File: src/rtl/rxp_pkg.sv
// Package rxp_pkg
// Shared constants and types for the receive frame assembler.
// Assumes byte-wide FIFO data.
package rxp_pkg;
    localparam int BYTE_W = 8;
    localparam int PTR_W  = $clog2(BYTE_W);

    // per-frame error summary loaded at an accepted frame end
    typedef struct packed {
        logic crc;
        logic frm;
        logic par;
        logic coll;
    } rx_stat_t;
endpackage

File: src/rtl/rxp_coll_shaper.sv
// Module rxp_coll_shaper
// Substitutes collided bits, zero-fills after the first collision when
// enabled, and records the index of the first collision.
// Assumes bit_vld is already gated to the inside of a frame.
module rxp_coll_shaper #(
    parameter int POS_W = 8
) (
    input  logic             clk,
    input  logic             rst_n,
    input  logic             start,
    input  logic             bit_vld,
    input  logic             bit_in,
    input  logic             coll_in,
    input  logic             coll_val,
    input  logic             zero_after,
    output logic             bit_out,
    output logic             coll_seen,
    output logic [POS_W-1:0] coll_pos
);
    logic [POS_W-1:0] bit_cnt;
    logic             zfill;

    // choose the stored bit value
    always_comb begin
        if (coll_in)    bit_out = coll_val;
        else if (zfill) bit_out = 1'b0;
        else            bit_out = bit_in;
    end

    // count stored bits and capture the first collision
    always_ff @(posedge clk) begin
        if (!rst_n || start) begin
            bit_cnt   <= '0;
            zfill     <= 1'b0;
            coll_seen <= 1'b0;
            coll_pos  <= '0;
        end else if (bit_vld) begin
            if (bit_cnt != '1) bit_cnt <= bit_cnt + 1'b1;
            if (coll_in && !coll_seen) begin
                coll_seen <= 1'b1;
                coll_pos  <= bit_cnt;
                if (zero_after) zfill <= 1'b1;
            end
        end
    end
endmodule

File: src/rtl/rxp_byte_builder.sv
// Module rxp_byte_builder
// Packs bits LSB first into a byte, starting at a programmable position.
// Assumes at most one bit per cycle.
module rxp_byte_builder
    import rxp_pkg::*;
(
    input  logic              clk,
    input  logic              rst_n,
    input  logic              start,
    input  logic [PTR_W-1:0]  align,
    input  logic              bit_vld,
    input  logic              bit_in,
    output logic              byte_done,
    output logic [BYTE_W-1:0] byte_data,
    output logic [BYTE_W-1:0] part_data,
    output logic              part,
    output logic [PTR_W-1:0]  ptr
);
    logic [BYTE_W-1:0] acc;

    // merge the incoming bit into the accumulator
    always_comb begin
        byte_data = acc | ({{(BYTE_W-1){1'b0}}, bit_in} << ptr);
        byte_done = bit_vld && (ptr == PTR_W'(BYTE_W - 1));
        part_data = acc;
    end

    // advance the bit pointer and hold partial bytes
    always_ff @(posedge clk) begin
        if (!rst_n) begin
            acc  <= '0;
            ptr  <= '0;
            part <= 1'b0;
        end else if (start) begin
            acc  <= '0;
            ptr  <= align;
            part <= 1'b0;
        end else if (bit_vld) begin
            if (byte_done) begin
                acc  <= '0;
                ptr  <= '0;
                part <= 1'b0;
            end else begin
                acc  <= byte_data;
                ptr  <= ptr + 1'b1;
                part <= 1'b1;
            end
        end
    end
endmodule

File: src/rtl/rxp_stage_queue.sv
// Module rxp_stage_queue
// Holds bytes of a frame until released, then writes them one per cycle.
// Assumes pushes during a drain never exceed DEPTH held entries.
module rxp_stage_queue #(
    parameter int DEPTH = 5,
    parameter int W     = 8
) (
    input  logic         clk,
    input  logic         rst_n,
    input  logic         push,
    input  logic [W-1:0] push_data,
    input  logic         flush,
    input  logic         drop,
    output logic         wr_en,
    output logic [W-1:0] wr_data,
    output logic         busy
);
    localparam int IDX_W = $clog2(DEPTH);
    localparam int CNT_W = $clog2(DEPTH + 1);

    logic [W-1:0]     mem [DEPTH];
    logic [CNT_W-1:0] cnt;
    logic [CNT_W-1:0] cnt_n;
    logic [IDX_W-1:0] rd;
    logic             draining;

    // entries after this cycle's push
    always_comb cnt_n = cnt + CNT_W'(push);

    // store a pushed byte
    always_ff @(posedge clk) begin
        if (push) mem[cnt[IDX_W-1:0]] <= push_data;
    end

    // hold, drop or drain the queued bytes
    always_ff @(posedge clk) begin
        if (!rst_n) begin
            cnt      <= '0;
            rd       <= '0;
            draining <= 1'b0;
        end else if (drop && !draining) begin
            cnt <= '0;
        end else if (draining) begin
            if (CNT_W'(rd) == cnt_n - 1'b1) begin
                draining <= 1'b0;
                cnt      <= '0;
                rd       <= '0;
            end else begin
                rd  <= rd + 1'b1;
                cnt <= cnt_n;
            end
        end else begin
            cnt <= cnt_n;
            if (flush && cnt_n != '0) begin
                draining <= 1'b1;
                rd       <= '0;
            end
        end
    end

    assign wr_en   = draining;
    assign wr_data = mem[rd];
    assign busy    = draining;
endmodule

File: src/rtl/rx_frame_assembler.sv
// Module rx_frame_assembler
// Assembles decoded contactless bits into FIFO bytes. It applies collision
// substitution and discards short erroneous frames as disturbance.
// Assumes: frame_start and frame_end never coincide with bit_vld, and the
// gap between frames is longer than the drain of the staged bytes.
module rx_frame_assembler
    import rxp_pkg::*;
#(
    parameter int HOLD_BYTES = 3,
    parameter int POS_W      = 8
) (
    input  logic              clk,
    input  logic              rst_n,
    input  logic [PTR_W-1:0]  cfg_align,
    input  logic              cfg_coll_val,
    input  logic              cfg_zero_after,
    input  logic              cfg_irq_en,
    input  logic              frame_start,
    input  logic              frame_end,
    input  logic              bit_vld,
    input  logic              bit_val,
    input  logic              bit_coll,
    input  logic              par_err,
    input  logic              crc_err,
    input  logic              frm_err,
    output logic              fifo_wr,
    output logic [BYTE_W-1:0] fifo_data,
    output logic              stat_crc,
    output logic              stat_frm,
    output logic              stat_par,
    output logic              stat_coll,
    output logic [POS_W-1:0]  coll_pos,
    output logic [PTR_W-1:0]  last_bits,
    output logic              emd_det,
    output logic              rx_irq_flag,
    output logic              rx_irq
);
    localparam int QDEPTH = HOLD_BYTES + 2;
    localparam int BC_W   = $clog2(HOLD_BYTES + 2);

    logic              active, take_bit, at_end;
    logic              shaped_bit, coll_seen;
    logic              byte_done, part;
    logic [BYTE_W-1:0] byte_data, part_data;
    logic [PTR_W-1:0]  ptr;
    logic [BC_W-1:0]   byte_cnt;
    logic [BC_W:0]     span;
    logic              is_long, is_short, frame_bad, drop_frame;
    logic              q_push, q_flush, q_drop, q_busy;
    logic [BYTE_W-1:0] q_data;
    logic              par_seen, irq_pend;
    rx_stat_t          stat;

    // qualify strobes with the in-frame state
    always_comb begin
        take_bit   = bit_vld && active;
        at_end     = frame_end && active;
        is_long    = byte_cnt > BC_W'(HOLD_BYTES);
        span       = {1'b0, byte_cnt} + {{BC_W{1'b0}}, part};
        is_short   = !is_long && (span <= (BC_W+1)'(HOLD_BYTES));
        frame_bad  = crc_err || frm_err || par_seen || par_err;
        drop_frame = at_end && is_short && frame_bad;
    end

    // steer bytes into the staging queue and release them
    always_comb begin
        q_push  = (take_bit && byte_done) || (at_end && part && !drop_frame);
        q_data  = take_bit ? byte_data : part_data;
        q_flush = (take_bit && byte_done && byte_cnt >= BC_W'(HOLD_BYTES))
                  || (at_end && !drop_frame);
        q_drop  = drop_frame || frame_start;
    end

    rxp_coll_shaper #(.POS_W(POS_W)) u_shaper (
        .clk        (clk),
        .rst_n      (rst_n),
        .start      (frame_start),
        .bit_vld    (take_bit),
        .bit_in     (bit_val),
        .coll_in    (bit_coll),
        .coll_val   (cfg_coll_val),
        .zero_after (cfg_zero_after),
        .bit_out    (shaped_bit),
        .coll_seen  (coll_seen),
        .coll_pos   (coll_pos)
    );

    rxp_byte_builder u_builder (
        .clk       (clk),
        .rst_n     (rst_n),
        .start     (frame_start),
        .align     (cfg_align),
        .bit_vld   (take_bit),
        .bit_in    (shaped_bit),
        .byte_done (byte_done),
        .byte_data (byte_data),
        .part_data (part_data),
        .part      (part),
        .ptr       (ptr)
    );

    rxp_stage_queue #(.DEPTH(QDEPTH), .W(BYTE_W)) u_queue (
        .clk       (clk),
        .rst_n     (rst_n),
        .push      (q_push),
        .push_data (q_data),
        .flush     (q_flush),
        .drop      (q_drop),
        .wr_en     (fifo_wr),
        .wr_data   (fifo_data),
        .busy      (q_busy)
    );

    // frame state, byte count, status, disturbance flag and interrupt
    always_ff @(posedge clk) begin
        if (!rst_n) begin
            active      <= 1'b0;
            byte_cnt    <= '0;
            par_seen    <= 1'b0;
            stat        <= '0;
            last_bits   <= '0;
            emd_det     <= 1'b0;
            irq_pend    <= 1'b0;
            rx_irq_flag <= 1'b0;
        end else if (frame_start) begin
            active      <= 1'b1;
            byte_cnt    <= '0;
            par_seen    <= 1'b0;
            stat        <= '0;
            last_bits   <= '0;
            irq_pend    <= 1'b0;
            rx_irq_flag <= 1'b0;
        end else begin
            if (take_bit && byte_done && !is_long) byte_cnt <= byte_cnt + 1'b1;
            if (par_err && active) par_seen <= 1'b1;
            if (at_end) begin
                active <= 1'b0;
                if (drop_frame) begin
                    emd_det <= 1'b1;
                end else begin
                    stat.crc  <= crc_err;
                    stat.frm  <= frm_err;
                    stat.par  <= par_seen || par_err;
                    stat.coll <= coll_seen;
                    last_bits <= part ? ptr : '0;
                    irq_pend  <= 1'b1;
                end
            end else if (irq_pend && !q_busy) begin
                irq_pend    <= 1'b0;
                rx_irq_flag <= 1'b1;
            end
        end
    end

    assign stat_crc  = stat.crc;
    assign stat_frm  = stat.frm;
    assign stat_par  = stat.par;
    assign stat_coll = stat.coll;
    assign rx_irq    = rx_irq_flag && cfg_irq_en;
endmodule

File: config.mk
export PLATFORM = sky130hd
export DESIGN_NAME = rx_frame_assembler
export DESIGN_NICKNAME = d
export VERILOG_FILES = /design/src/rtl/rxp_pkg.sv /design/src/rtl/rxp_coll_shaper.sv /design/src/rtl/rxp_byte_builder.sv /design/src/rtl/rxp_stage_queue.sv /design/src/rtl/rx_frame_assembler.sv
export SDC_FILE = /design/constraint.sdc
export NUM_CORES = 1
export LEC_CHECK = 0
export ABC_CLOCK_PERIOD_IN_PS = 2600
export BUFFER_PORTS_ARGS = -buffer_cell sky130_fd_sc_hd__buf_2
export CORE_MARGIN = 10
export CORE_UTILIZATION = 45
export CTS_BUF_LIST = sky130_fd_sc_hd__clkbuf_16
export CTS_CLUSTER_SIZE = 16
export DETAILED_ROUTE_END_ITERATION = 8
export PLACE_DENSITY_LB_ADDON = 0.25
export SLEW_MARGIN = 15
export SYNTH_ARGS = -nofsm -noshare
export SYNTH_HDL_FRONTEND = slang
export SYNTH_SLANG_ARGS = --single-unit
File: constraint.sdc
create_clock -name clk -period 2.6 [get_ports clk]
set_input_delay 0 -clock clk [delete_from_list [all_inputs] [get_ports clk]]
set_output_delay 0 -clock clk [all_outputs]
set_load 0.01 [all_outputs]
==> flow_summary.toml <==
[status]
status = "complete, no violations"

[setup_path]
cp_cell_sequence = "ha_2 -> ha_4 -> nand2_2 -> nand2_2 -> ha_2 -> ha_4 -> inv_2 -> ha_2 -> xor2_1 -> nand2_1 -> o211ai_1 -> o22ai_1"
crit_family = "adder cells"
rrSetupSlack_ps = 140
crit_arrival_ps = 2660
critical_path_class = "reg -> reg"
crit_top_cell = "ha_2"
required_ps = 2800
crit_path_top_delay_cell = "dfxtp_1"
crit_fanout = 5
cp-start-kind = "flop"
cp-end-kind = "flop"
path_buf_inv = 1
cpPeakStageDelay_ps = 320

[layout]
final_area_um2 = 4800
multiInputGateArea_um2 = 1630
seqCellArea_um2 = 2300
n_fill_cell = 730
area_growth_pct = 21.4
fin_cells = 504
antenna_cells = 0
final_net_count = 417
drive_gt1_share_pct = 28.5
final_core_util_pct = 55.6

[grt]
antenna_found_initial = 0
grt_max_degree = 32
grt_pass1_wl_um = 13600
grt_overflow = 0
track_usage_pct = 12.9
grt_pass1_vias = 2719

[synth]
synth_top_area_share_pct = 30.4
yosys.area.top_type = "edfxtp_1"
synth.avg_cell_area_um2 = 12.1
synth_edf_count = 40
synth_nets = 353
synthFlopType = "dfxtp_1"
ys_ff_latch = 95
ys_warn_count = 0
netlist_instances = 327
yosysUniqueCellTypes = 53
async_flop_share_pct = 0
yosysSeqAreaShare_pct = 58.2
netlist_area_um2 = 3960
synth_area_leaders = "edfxtp_1 (30%), dfxtp_1 (28%), mux4_2 (4.6%), ha_1 (3.2%), nand2_1 (3.0%)"

[clocking]
clock_path_buffers = 2
cts-buffers-inserted = 9
root_buffer = "clkbuf_16"
clock_sinks = 95
h-tree-depth = 3
cts_tree = "yes"
clk_pin_slew_ps = 70
clkLatencyLatePin_ps = 340

[sta]
max_freq_mhz = 406
rsz0062_at_grt = "no"
fin_crit_ps = 2460
hold_ws_ps = 9.47
finalHoldViolations = 0
postLayoutSetupSlackWorst_ps = 139
tightest_slew_ps = 806
setup_viol = 0
slew_headroom_pct = 45.9
timing.final.crit_share_pct = 94.6
final-max-slew-violation-count = 0
setup_tns_ps = 0
fin_skew_ps = 8.44

[power]
power.leakage_nw = 1.88
seq_power_share_pct = 52.2
peakVddDrop_mv = 0.304
pwr_density_cell_nw_per_um2 = 621
p_clk_share_pct = 43.9
power_mw = 2.98
comb_power_share_pct = 3.9
p_sw_share_pct = 21.3
switching_power_mw = 0.636
p_int_mw = 2.34

[placed_design]
dp_slack_ps = -0.787
place_congestion = 0.781
place_inst = 480
io_buffers = 42
dp_hpwl_um = 5680
dpl_cell_area_um2 = 4360

[die]
ioPinCount = 43
core-area_um2 = 8640
dieArea_um2 = 12900
die_w_um = 114
die_y_um = 114
placementRows = 34
start_util_pct = 45.8

[detailed_routing]
drt-initial-drc-count = 64
avgRoutedWirePerCell_um = 16.0
vias = 2635
antenna_left = 0
detail_route.wirelength_um = 8060
vias_per_cell = 5.23
dr.pass1.iters = 4
drc = 0

[hold_path]
holdCritPathClass = "in -> reg"

[flow_run]
max-cap-violations = 0
## worst min-delay path: cells and delay by family
kind	cells	cell delay (ps)
AND/OR/NAND/NOR	2	160
buffers and inverters	1	90
AO/OA/AOI/OAI	1	50
## cells by family after synthesis
logic type / synth area share, %
AO/OA/AOI/OAI: 11.4
adder cells (fa/ha/maj): 3.16
buffers and inverters: 2.09
flip-flops: 58.2
AND/OR/NAND/NOR: 14.8
multiplexers: 7.87
XOR/XNOR: 2.44
## repair_timing
| item | CTS | global route |
|---|---|---|
| setup endpoints to repair | 0 | 10 |
| resized for setup | 0 | 14 |
| hold buffers | 8 | 0 |
| endpoints found under the hold margin | 8 | 0 |
| setup buffers | 0 | 2 |
## per-layer routing
layer / up-vias / track usage (%) / share of wire (%)
li1: 1332 / - / -
met1: 1254 / 16.2 / 47
met2: 40 / 20.4 / 47
met3: 9 / 4.09 / 4.8
met4: 0 / 4.91 / 1.3
met5: - / 0 / 0
## cell usage in the layout (no fill, tap or decap), types with 2 or more instances in the layout
cell type | synthesis | routed
nand3b_1 | 3 | 3
nand2_1 | 32 | 30
and2_1 | 6 | 5
ha_1 | 10 | 5
ha_2 | 0 | 3
mux2i_1 | 3 | 3
mux2_2 | 9 | 9
inv_6 | 0 | 2
inv_1 | 7 | 7
o211a_1 | 2 | 2
xor2_1 | 7 | 7
xnor2_1 | 4 | 4
nor2b_1 | 9 | 9
a21o_1 | 5 | 5
nand3_1 | 8 | 8
nand2_2 | 0 | 2
nand4_1 | 5 | 5
edfxtp_1 | 40 | 40
o22ai_1 | 2 | 2
o21ai_0 | 11 | 11
buf_4 | 2 | 17
o21a_1 | 2 | 2
dlygate4sd3_1 | 0 | 8
nor3_1 | 7 | 6
o211ai_1 | 3 | 3
a31o_2 | 4 | 4
nor4_4 | 2 | 2
nor3b_1 | 3 | 3
clkbuf_16 | 0 | 9
dfxtp_1 | 55 | 54
buf_2 | 3 | 40
mux4_2 | 8 | 8
nor4_1 | 2 | 2
and3_1 | 4 | 4
or3_1 | 2 | 2
a21oi_1 | 23 | 23
ha_4 | 0 | 2
nor2_1 | 18 | 18
## registers in the layout, indices dropped and copies added, names as in the netlist, 3 cells and up, named ones only
name and count:
u_queue.mem 40, u_builder.part_data 8, u_shaper.bit_cnt 8, u_shaper.coll_pos 8, byte_cnt 3, last_bits 3
u_builder.ptr 3, u_queue.cnt 3, u_queue.rd 3
## cell usage after synthesis, types with 3 or more instances
cell type,instances
clkbuf_1,6
nand2_1,32
xor2_1,7
mux4_2,8
edfxtp_1,40
o21ai_0,11
nor2_1,18
mux2_2,9
nand4_1,5
a21oi_1,23
o211ai_1,3
nor2b_1,9
nor3_1,7
buf_2,3
nor3b_1,3
mux2i_1,3
xnor2_1,4
dfxtp_1,55
a21o_1,5
nand3_1,8
nand3b_1,3
and3_1,4
ha_1,10
inv_1,7
and2_1,6
a31o_2,4
## worst paths after layout
path	startpoint	cells after the start	endpoint
max	u_builder.ptr[0]	12	flop
min	cfg_align[0]	4	u_builder.ptr[0]
min reg2reg	u_shaper.coll_pos[5]	2	u_shaper.coll_pos[5]
max reg2reg	u_builder.ptr[0]	12	flop
## power by group through the flow
stage / Sequential, mW / Combinational [mW] / Clock [mW]
2_1_floorplan: 1.59 / 0.0624 / 0
3_3_place_gp: 1.59 / 0.104 / 0
3_5_place_dp: 1.59 / 0.105 / 0
4_1_cts: 1.56 / 0.114 / 1.33
5_1_grt: 1.56 / 0.131 / 1.39
6_report: 1.56 / 0.115 / 1.31
## final cells by class
class	count	area share (%)
clock buffers	9	4.69
clock inverters	7	1.48
inverters	7	0.547
multi-input cells	213	34.0
flip-flops and latches	95	48.0
well taps	108	2.81
repair buffers	65	8.49
(Power assumes the default switching activity.)
